File: config.mk
export PLATFORM = sky130hd
export DESIGN_NAME = acc_cpu_core
export DESIGN_NICKNAME = d
export VERILOG_FILES = /design/src/rtl/acc_cpu_pkg.sv /design/src/rtl/acc_cpu_ctrl.sv /design/src/rtl/acc_cpu_alu.sv /design/src/rtl/acc_cpu_dp.sv /design/src/rtl/acc_cpu_core.sv
export SDC_FILE = /design/constraint.sdc
export NUM_CORES = 1
export LEC_CHECK = 0
export ABC_AREA = 1
export BUFFER_PORTS_ARGS = -buffer_cell sky130_fd_sc_hd__buf_2
export CAP_MARGIN = 20
export CORE_MARGIN = 1
export CORE_UTILIZATION = 58
export CTS_BUF_LIST = sky130_fd_sc_hd__clkbuf_4
export DETAILED_ROUTE_END_ITERATION = 8
export PLACE_DENSITY = 0.79
export SYNTH_ARGS = -nofsm -noshare
export SYNTH_HDL_FRONTEND = slang
export SYNTH_SLANG_ARGS = --single-unit
File: constraint.sdc
create_clock -name clk -period 5.4 [get_ports clk]
set_clock_uncertainty 0.05 [all_clocks]
set_input_delay 0.27 -clock clk [delete_from_list [all_inputs] [get_ports clk]]
set_output_delay 0.27 -clock clk [all_outputs]
set_load 0.01 [all_outputs]
File: src/rtl/acc_cpu_pkg.sv
package acc_cpu_pkg;

   localparam int OPC_W = 4;

   typedef enum logic [2:0] {
      ST_FETCH_ADDR,
      ST_FETCH_WAIT,
      ST_DECODE,
      ST_OPERAND_ADDR,
      ST_OPERAND_WAIT,
      ST_EXECUTE,
      ST_STORE,
      ST_HALT
   } cpu_state_e;

   localparam logic [OPC_W-1:0] OPC_STOP = 4'd0;
   localparam logic [OPC_W-1:0] OPC_LOAD = 4'd1;
   localparam logic [OPC_W-1:0] OPC_ADD  = 4'd2;
   localparam logic [OPC_W-1:0] OPC_MUL  = 4'd3;
   localparam logic [OPC_W-1:0] OPC_STOR = 4'd4;
   localparam logic [OPC_W-1:0] OPC_JUMP = 4'd5;

   function automatic logic opc_defined(input logic [OPC_W-1:0] opc);
      return opc <= OPC_JUMP;
   endfunction

endpackage

File: src/rtl/acc_cpu_ctrl.sv
module acc_cpu_ctrl
   import acc_cpu_pkg::*;
(
   input  logic             clk,
   input  logic             rst_n,
   input  logic [OPC_W-1:0] fetched_opc,
   input  logic [OPC_W-1:0] held_opc,
   output cpu_state_e       state,
   output logic             bad_opc
);

   cpu_state_e state_nx;

   always_comb begin
      state_nx = state;
      unique case (state)
         ST_FETCH_ADDR:   state_nx = ST_FETCH_WAIT;
         ST_FETCH_WAIT:   state_nx = ST_DECODE;
         ST_DECODE: begin
            case (fetched_opc)
               OPC_LOAD, OPC_ADD, OPC_MUL: state_nx = ST_OPERAND_ADDR;
               OPC_STOR, OPC_JUMP:         state_nx = ST_EXECUTE;
               default:                    state_nx = ST_HALT;
            endcase
         end
         ST_OPERAND_ADDR: state_nx = ST_OPERAND_WAIT;
         ST_OPERAND_WAIT: state_nx = ST_EXECUTE;
         ST_EXECUTE:      state_nx = (held_opc == OPC_STOR) ? ST_STORE : ST_FETCH_ADDR;
         ST_STORE:        state_nx = ST_FETCH_ADDR;
         ST_HALT:         state_nx = ST_HALT;
         default:         state_nx = ST_HALT;
      endcase
   end

   always_ff @(posedge clk) begin
      if (!rst_n) begin
         state   <= ST_FETCH_ADDR;
         bad_opc <= 1'b0;
      end else begin
         state <= state_nx;
         if (state == ST_DECODE && !opc_defined(fetched_opc))
            bad_opc <= 1'b1;
      end
   end

endmodule

File: src/rtl/acc_cpu_alu.sv
module acc_cpu_alu
   import acc_cpu_pkg::*;
#(
   parameter int DATA_W    = 16,
   parameter int MUL_STYLE = 0
) (
   input  logic [OPC_W-1:0]  opc,
   input  logic [DATA_W-1:0] acc,
   input  logic [DATA_W-1:0] opnd,
   output logic [DATA_W-1:0] result
);

   logic [DATA_W-1:0] product;

   generate
      if (MUL_STYLE == 0) begin : g_mul_native
         assign product = acc * opnd;
      end else begin : g_mul_shift_add
         always_comb begin
            product = '0;
            for (int b = 0; b < DATA_W; b++) begin
               if (opnd[b])
                  product = product + (acc << b);
            end
         end
      end
   endgenerate

   always_comb begin
      case (opc)
         OPC_ADD: result = acc + opnd;
         OPC_MUL: result = product;
         default: result = opnd;
      endcase
   end

endmodule

File: src/rtl/acc_cpu_dp.sv
module acc_cpu_dp
   import acc_cpu_pkg::*;
#(
   parameter int DATA_W     = 16,
   parameter int ADDR_W     = 12,
   parameter int START_ADDR = 0
) (
   input  logic              clk,
   input  logic              rst_n,
   input  cpu_state_e        state,
   input  logic [DATA_W-1:0] rdata,
   input  logic [DATA_W-1:0] alu_result,
   output logic [DATA_W-1:0] ir,
   output logic [ADDR_W-1:0] mar,
   output logic [DATA_W-1:0] mdr,
   output logic [DATA_W-1:0] tmp,
   output logic [DATA_W-1:0] acc
);

   localparam logic [ADDR_W-1:0] PC_RST = ADDR_W'(START_ADDR);

   logic [ADDR_W-1:0] pc;
   logic [OPC_W-1:0]  ir_opc;

   assign ir_opc = ir[DATA_W-1 -: OPC_W];

   always_ff @(posedge clk) begin
      if (!rst_n) begin
         pc  <= PC_RST;
         ir  <= '0;
         mar <= '0;
         mdr <= '0;
         tmp <= '0;
         acc <= '0;
      end else begin
         case (state)
            ST_FETCH_ADDR: mar <= pc;
            ST_DECODE: begin
               ir  <= rdata;
               mdr <= rdata;
               pc  <= pc + 1'b1;
               mar <= rdata[ADDR_W-1:0];
            end
            ST_OPERAND_WAIT: begin
               mdr <= rdata;
               tmp <= rdata;
            end
            ST_EXECUTE: begin
               case (ir_opc)
                  OPC_LOAD, OPC_ADD, OPC_MUL: acc <= alu_result;
                  OPC_STOR:                   mdr <= acc;
                  OPC_JUMP:                   pc  <= ir[ADDR_W-1:0];
                  default:                    ;
               endcase
            end
            default: ;
         endcase
      end
   end

endmodule

File: src/rtl/acc_cpu_core.sv
module acc_cpu_core
   import acc_cpu_pkg::*;
#(
   parameter int  DATA_W     = 16,
   parameter int  START_ADDR = 0,
   parameter int  MUL_STYLE  = 0,
   localparam int ADDR_W     = DATA_W - OPC_W
) (
   input  logic              clk,
   input  logic              rst_n,
   output logic [ADDR_W-1:0] mem_addr,
   output logic              mem_rd,
   output logic              mem_wr,
   output logic [DATA_W-1:0] mem_wdata,
   input  logic [DATA_W-1:0] mem_rdata,
   output logic              halted,
   output logic              illegal
);

   generate
      if (DATA_W < OPC_W + 2) begin : g_bad_width
         $error("acc_cpu_core: DATA_W too small for opcode plus address");
      end
      if (START_ADDR < 0 || START_ADDR >= (1 << ADDR_W)) begin : g_bad_start
         $error("acc_cpu_core: START_ADDR outside address space");
      end
      if (MUL_STYLE != 0 && MUL_STYLE != 1) begin : g_bad_mul
         $error("acc_cpu_core: MUL_STYLE must be 0 or 1");
      end
   endgenerate

   cpu_state_e        state;
   logic              bad_opc;
   logic [DATA_W-1:0] ir, mdr, tmp, acc, alu_result;
   logic [ADDR_W-1:0] mar;
   logic [OPC_W-1:0]  ir_opc;

   assign ir_opc = ir[DATA_W-1 -: OPC_W];

   acc_cpu_ctrl u_ctrl (
      .clk         (clk),
      .rst_n       (rst_n),
      .fetched_opc (mem_rdata[DATA_W-1 -: OPC_W]),
      .held_opc    (ir_opc),
      .state       (state),
      .bad_opc     (bad_opc)
   );

   acc_cpu_dp #(
      .DATA_W     (DATA_W),
      .ADDR_W     (ADDR_W),
      .START_ADDR (START_ADDR)
   ) u_dp (
      .clk        (clk),
      .rst_n      (rst_n),
      .state      (state),
      .rdata      (mem_rdata),
      .alu_result (alu_result),
      .ir         (ir),
      .mar        (mar),
      .mdr        (mdr),
      .tmp        (tmp),
      .acc        (acc)
   );

   acc_cpu_alu #(
      .DATA_W    (DATA_W),
      .MUL_STYLE (MUL_STYLE)
   ) u_alu (
      .opc    (ir_opc),
      .acc    (acc),
      .opnd   (tmp),
      .result (alu_result)
   );

   assign mem_addr  = mar;
   assign mem_wdata = mdr;
   assign mem_rd    = (state == ST_FETCH_WAIT) || (state == ST_OPERAND_ADDR);
   assign mem_wr    = (state == ST_STORE);
   assign halted    = (state == ST_HALT);
   assign illegal   = bad_opc;

endmodule

## Word-level counts from Yosys, hierarchy flattened

Index checks and enable logic that the tools add are counted.

| cells by class | value |
|---|---|
| add/subtract/negate cells | 2 |
| multipliers | 1 |
| $lt $le $gt $ge | 1 |
| equality and inequality tests | 19 |
| muxes and demuxes | 9 |
| reductions and logical operators | 14 |

Operators with widths:

| cell | number |
|---|---|
| $pmux W16 S2 | 2 |
| $pmux W12 S2 | 2 |
| $pmux W3 S8 | 1 |
| $add A16 B16 Y16 | 1 |
| $eq A4 B2 Y1 const B | 4 |
| $eq A4 B3 Y1 const B | 4 |
| $mul A16 B16 Y16 | 1 |
| $mux W16 | 1 |
| $add A12 B1 Y12 const B | 1 |
| $eq A3 B3 Y1 const B | 4 |
| $mux W12 | 1 |
| $eq A4 B1 Y1 const B | 2 |
| $eq A3 B2 Y1 const B | 2 |
| $pmux W3 S2 | 1 |
| $reduce_and A2 Y1 | 3 |
| $reduce_bool A2 Y1 | 3 |
| $reduce_or A3 Y1 | 2 |
| $le A4 B3 Y1 const B | 1 |
| $ne A2 B1 Y1 const B | 2 |
| $reduce_or A2 Y1 | 2 |
| $eq A3 B1 Y1 const B | 1 |
| $logic_not A3 Y1 | 1 |
| $mux W3 | 1 |
| $logic_and A1 B1 Y1 | 1 |
| 2 further kinds | 2 |

| storage, ports and cells | value |
|---|---|
| bits in registers | 92 |
| bits of input ports | 18 |
| word-level logic and storage cells | 54 |

## Depth between registers and ports, before layout

| logic depth | value |
|---|---|
| depth after elaboration | 4 |
| depth in mapped cells | 34 |
| gate-level depth less buffers | 33 |

## Cells and area by module

A second synthesis with hierarchy kept.

| unflattened totals | value |
|---|---|
| cells, all modules | 1,396 |
| area, all modules | 9,301.4 sq um |

By module, submodules not included:

| module | instances | cells an instance | area each (sq um) | seq. area each (sq um) |
|---|---|---|---|---|
| acc_cpu_alu | 1 | 820 | 5,266.3 | 0.0 |
| acc_cpu_dp | 1 | 525 | 3,767.4 | 1,761.7 |
| acc_cpu_ctrl | 1 | 46 | 249.0 | 80.1 |
| acc_cpu_core | 1 | 5 | 18.8 | 0.0 |

## Worst setup path after synthesis

Ideal clock, no wire load.

| timing | value |
|---|---|
| path type | register to register |
| from | register u_dp.tmp[1] |
| to | register u_dp.acc[14] |
| arrival time | 5.294 ns |
| required time | 5.234 ns |
| setup slack | -0.060 ns |
| cell stages (with the launch flop) | 23 |
| clock period less this slack | 5.460 ns |
| cells stage by stage | dfxtp_1 > clkbuf_1 > clkbuf_1 > nand2_1 > fa_1 > fa_1 > inv_1 > fa_1 > fa_1 > fa_1 > inv_1 > fa_1 > inv_1 > ha_1 > inv_1 > nor4_1 > nand3_1 > nand3_1 > a21boi_0 > o21ai_0 > nand3_1 > o211ai_1 > inv_1 |

| between the ends | value |
|---|---|
| word-level cells in the longest chain between the ends | 2 |

Ends and longest elaborated chain:

| item | RTL line | text |
|---|---|---|
| start, declared | acc_cpu_dp.sv:16 | `output logic [DATA_W-1:0] tmp,` |
| start signal, assigned | acc_cpu_dp.sv:46 | `tmp <= rdata;` |
| $mul A16 B16 Y16 or $add A16 B16 Y16 (tied branches) | acc_cpu_alu.sv:17, acc_cpu_alu.sv:31 |  |
| $pmux W16 S2 (*) | acc_cpu_alu.sv:30 | `case (opc)` |
| end signal, assigned | acc_cpu_dp.sv:50 | `OPC_LOAD, OPC_ADD, OPC_MUL: acc <= alu_result;` |
| end, declared | acc_cpu_dp.sv:17 | `output logic [DATA_W-1:0] acc` |

Mark *: on every way between the ends. The rest lies on a longest branch, timed or not.
A chain may end at the register's enable or synchronous reset.

## Worst setup path in the final report

| timing | value |
|---|---|
| from | register u_dp.tmp[5] |
| to | register u_dp.acc[14] |

Same word-level chain as after synthesis.

==> impl_summary.md <==
GRT
Entering global routing, the biggest net connects between 50 and 60 pins. Global routing finished with a remaining overflow of 0. The first global-routing pass estimated between 40000 and 50000 um of wire.

For this run, the total global-route usage over all layers was measured as 0.3307. The via count of the first global-routing pass is 8302. The number of antenna violations at the first check in global routing was 0.

Drt
The number of design-rule violations left by the first detailed-router iteration is ~840. Dividing the detail-routed via count by the number of cells gives 5.637. The count of nets left with antenna violations once routing finished came out at 0. The number of search-and-repair iterations in the first detailed-routing pass is 5. After detailed routing, the number of remaining DRC violations is 0.

The via total after detailed routing is approximately 8800. Dividing the detail-routed wire length by the instance count gives around 16 um. The final layout contains routed wiring with a total length of between 20000 and 30000 um.

Placed design
The final RePlAce weighted congestion is between 1 and 1.5. Input and output buffers added on the ports amount to 49. The setup slack after placement is -0.01243 ns. The number of placed instances, taps included is about 1500. Once detailed placement completed, the half-perimeter wirelength came to just under 20000 um.

Clock network
The later pin in the worst-skew pair is clocked with a latency of between 0.4 and 0.5 ns. The number of buffers created by CTS is 9. The clock passes through at most 2 buffers. The TritonCTS sink count is 92. The CTS tree is done.

The count of H-tree levels built during CTS is 3. The clock root buffer master is sky130_fd_sc_hd__clkbuf_4. After clock tree synthesis, the clock-pin slew on the worst setup and hold paths is ~0.18 ns.

Worst setup path
For the worst setup path, the data required time is around 5.8 ns. The critical path runs through a total of 23 cells. The maximum cell stage delay along the critical path is 0.56 ns. The timing endpoint of the critical path is u_dp.acc[14]. The cell with the largest stage delay on the worst path is sky130_fd_sc_hd__fa_1.

The element type at the critical path start is a register. Data on the critical path arrives at its endpoint at around 5.6 ns. The launching instance or port of the critical path is u_dp.tmp[5].

The internal reg-to-reg setup slack is about 0.15 ns. The buffering stage count on the worst path with inverters included is 8. Among cell families on the critical path, the largest total delay comes from adder cells.

The critical path is of the register to register type. The number of cells traversed by the worst register-to-register path is 23. The destination of the worst register-to-register timing path is u_dp.acc[14]. Of all nets on the critical path, the largest fanout is 9. Walking the worst path, the cells encountered are buf_4, nand2_1, inv_1, fa_1, inv_1, fa_1, inv_1, fa_1, fa_1, fa_1, inv_1, fa_1, inv_1, ha_1, inv_2, o21ai_0, a31oi_1, nand3_2, a21boi_2, o21ai_1, nand3_1, o211ai_1, inv_1. The worst setup path is captured at a register. In this run the critical register-to-register path is launched from u_dp.tmp[5].

Layout
At the end of the flow, the number of nets in the layout was between 1500 and 2000. The number of standard cells in the final layout excluding fillers is approximately 1600. The synthesis-to-finish area growth is 11.99%.

In the layout the commonest cells are 351 x sky130_fd_sc_hd__nand2_1, 255 x sky130_fd_sc_hd__inv_1, 81 x sky130_fd_sc_hd__o21ai_0, 76 x sky130_fd_sc_hd__fa_1, 76 x sky130_fd_sc_hd__dfxtp_1. Leaving out fill and tap cells, the most frequent cell in the layout is sky130_fd_sc_hd__nand2_1. 0 antenna diodes ended up in the layout. The layout cell share with drive strength beyond 1 is 0.1376.

Run
The max-capacitance violation count is 0.

Synth
The post-synthesis net count is around 1500. In this run the cell area of the synthesized design comes to around 0.0090 sq mm. In this run, synthesis produced a sequential element count of 92. Synthesis handed over a netlist of around 1300 instances. By area the synthesized netlist is led by sky130_fd_sc_hd__dfxtp_1 21%, sky130_fd_sc_hd__fa_1 18%, sky130_fd_sc_hd__nand2_1 15%. In this run, synthesis inferred 0 flip-flops with an integrated enable. The largest area contributor in the netlist is sky130_fd_sc_hd__dfxtp_1. The dominant register cell in the synthesized netlist is sky130_fd_sc_hd__dfxtp_1. The share of Yosys cell area claimed by the top area cell type is 0.2053. The Yosys step of the flow raised 0 warnings.

Of the synthesized area, sequential elements account for 0.2053. The post-synthesis async set-or-reset flop share is 0. The synthesized area per cell is a little under 7 sq um. The distinct cell type count after synthesis is 39.

Die
The starting utilization of the core area is 0.5923. In this run the horizontal extent of the chip is ~130 um. The region available for standard cell placement spans 0.01515 sq mm. In this run the core area contains 45 standard-cell rows.

Pin placement for this block handled 50 I/O pins. The die covers 0.01597 sq mm. The die is between 100 and 150 um tall.

STA
Setup violations remaining at the end of the flow were counted as 0. The final worst-path setup slack is around 0.15 ns. The max-slew violation total from the final report is 0. The final number of hold-violating endpoints is 0. The post-route minimum period is between 5 and 6 ns. Measured against its own limit, the worst slew margin works out to 0.3054.

Of the available clock period, the critical path in the final layout requires 0.9723. The maximum frequency from static timing analysis is 190.5 MHz. The transition at the pin with the smallest max-transition slack is a little over 1 ns.

Hold is met by between 0.015 and 0.02 ns.

Power and ir drop
The power density over cell area is around 240 mW/mm^2. The static leakage is 5.418 nW. Across the VDD grid, the largest voltage drop is between 300 and 400 uV.

Outcome
The run finished with clean final reports.

Hold path
The worst hold path class is input port to register.
==> sequential cells by signal, summed over array words and instances (netlist names) <==
register,cells
u_ctrl.bad_opc,1
u_ctrl.state,3
u_dp.acc,16
u_dp.ir,16
u_dp.mar,12
u_dp.mdr,16
u_dp.pc,12
u_dp.tmp,16
==> logic make-up after synthesis <==
kind of cell    Yosys count  synth area share
fa+ha+maj               147            0.2720
buf+inv                 324            0.1372
simple gates            507            0.2298
xor+xnor                  9          0.008786
flops                    92            0.2053
compound gates          232            0.1469
==> stage by stage <==
step	setup TNS (ns)	total power, mW	util	cell area (sq um)
floorplan	0	1.575	-	8972
global placement	0	1.933	0.6349	9617
detailed placement	-0.01243	1.945	0.6349	9617
CTS	0	2.334	0.6449	9767
global route	-0.1027	2.519	0.6634	10050
finish	0	2.388	0.6634	10050
==> worst reg2reg max path, cell delays in order, from the launching register on <==
cell and delay (ns):
sky130_fd_sc_hd__dfxtp_4 0.40, sky130_fd_sc_hd__buf_4 0.18, sky130_fd_sc_hd__nand2_1 0.07, sky130_fd_sc_hd__inv_1 0.06
sky130_fd_sc_hd__fa_1 0.49, sky130_fd_sc_hd__inv_1 0.05, sky130_fd_sc_hd__fa_1 0.47, sky130_fd_sc_hd__inv_1 0.05
sky130_fd_sc_hd__fa_1 0.56, sky130_fd_sc_hd__fa_1 0.43, sky130_fd_sc_hd__fa_1 0.50, sky130_fd_sc_hd__inv_1 0.05
sky130_fd_sc_hd__fa_1 0.47, sky130_fd_sc_hd__inv_1 0.04, sky130_fd_sc_hd__ha_1 0.31, sky130_fd_sc_hd__inv_2 0.13
sky130_fd_sc_hd__o21ai_0 0.10, sky130_fd_sc_hd__a31oi_1 0.22, sky130_fd_sc_hd__nand3_2 0.14, sky130_fd_sc_hd__a21boi_2 0.12
sky130_fd_sc_hd__o21ai_1 0.07, sky130_fd_sc_hd__nand3_1 0.08, sky130_fd_sc_hd__o211ai_1 0.08, sky130_fd_sc_hd__inv_1 0.08
==> worst min-delay path by stage <==
stage	start	end	slack (ns)	cells past startpoint
2_1_floorplan	mem_rdata[15]	u_dp.tmp[15]	0.37	2
3_3_place_gp	u_dp.ir[3]	u_dp.ir[3]	0.40	2
3_5_place_dp	u_dp.ir[3]	u_dp.ir[3]	0.40	2
4_1_cts	mem_rdata[13]	u_dp.mdr[13]	0.003	3
5_1_grt	mem_rdata[13]	u_dp.mdr[13]	0.006	3
6_report	mem_rdata[13]	u_dp.mdr[13]	0.02	3
==> synthesized netlist by cell type (10+ instances only) <==
master	n
sky130_fd_sc_hd__a21boi_0	10
sky130_fd_sc_hd__fa_1	80
sky130_fd_sc_hd__clkbuf_1	43
sky130_fd_sc_hd__nand2_1	356
sky130_fd_sc_hd__inv_1	261
sky130_fd_sc_hd__a21oi_1	64
sky130_fd_sc_hd__nand3_1	57
sky130_fd_sc_hd__nor3_1	12
sky130_fd_sc_hd__ha_1	67
sky130_fd_sc_hd__buf_2	12
sky130_fd_sc_hd__a31oi_1	49
sky130_fd_sc_hd__nor2_1	65
sky130_fd_sc_hd__o21ai_0	86
sky130_fd_sc_hd__dfxtp_1	92
==> metal layers <==
| metal | vias to the layer above | wire, um | track usage |
|---|---|---|---|
| met4 | 0 | 716 | 0.1084 |
| met5 | - | 0 | 0 |
| met1 | 4138 | 11040 | 0.4560 |
| li1 | 4232 | - | - |
| met2 | 420 | 11880 | 0.5398 |
| met3 | 55 | 2201 | 0.04260 |
==> power by group <==
part / switching (mW) / internal, mW / leakage [nW] / total, mW
sequential: 0.173 / 0.846 / 0.757 / 1.02
combinational: 0.639 / 0.334 / 4.59 / 0.973
clock: 0.286 / 0.110 / 0.0757 / 0.396
total: 1.10 / 1.29 / 5.42 / 2.39
==> area by class of cell <==
cell class | instances | area (sq um)
Inverter | 266 | 998.5
Multi-Input combinational cell | 895 | 6062
Fill cell | 1336 | 5099
Clock buffer | 9 | 67.56
Tap cell | 188 | 235.2
Timing Repair Buffer | 112 | 721.9
Clock inverter | 7 | 80.08
Sequential cell | 92 | 1882
==> repair_timing <==
item / in CTS / in global routing
endpoints found under the setup margin: 1 / 6
setup buffers: 0 / 10
gates resized for setup: 2 / 63
pin swaps: 0 / 23
hold buffers: 0 / 0
(Power assumes the default switching activity.)
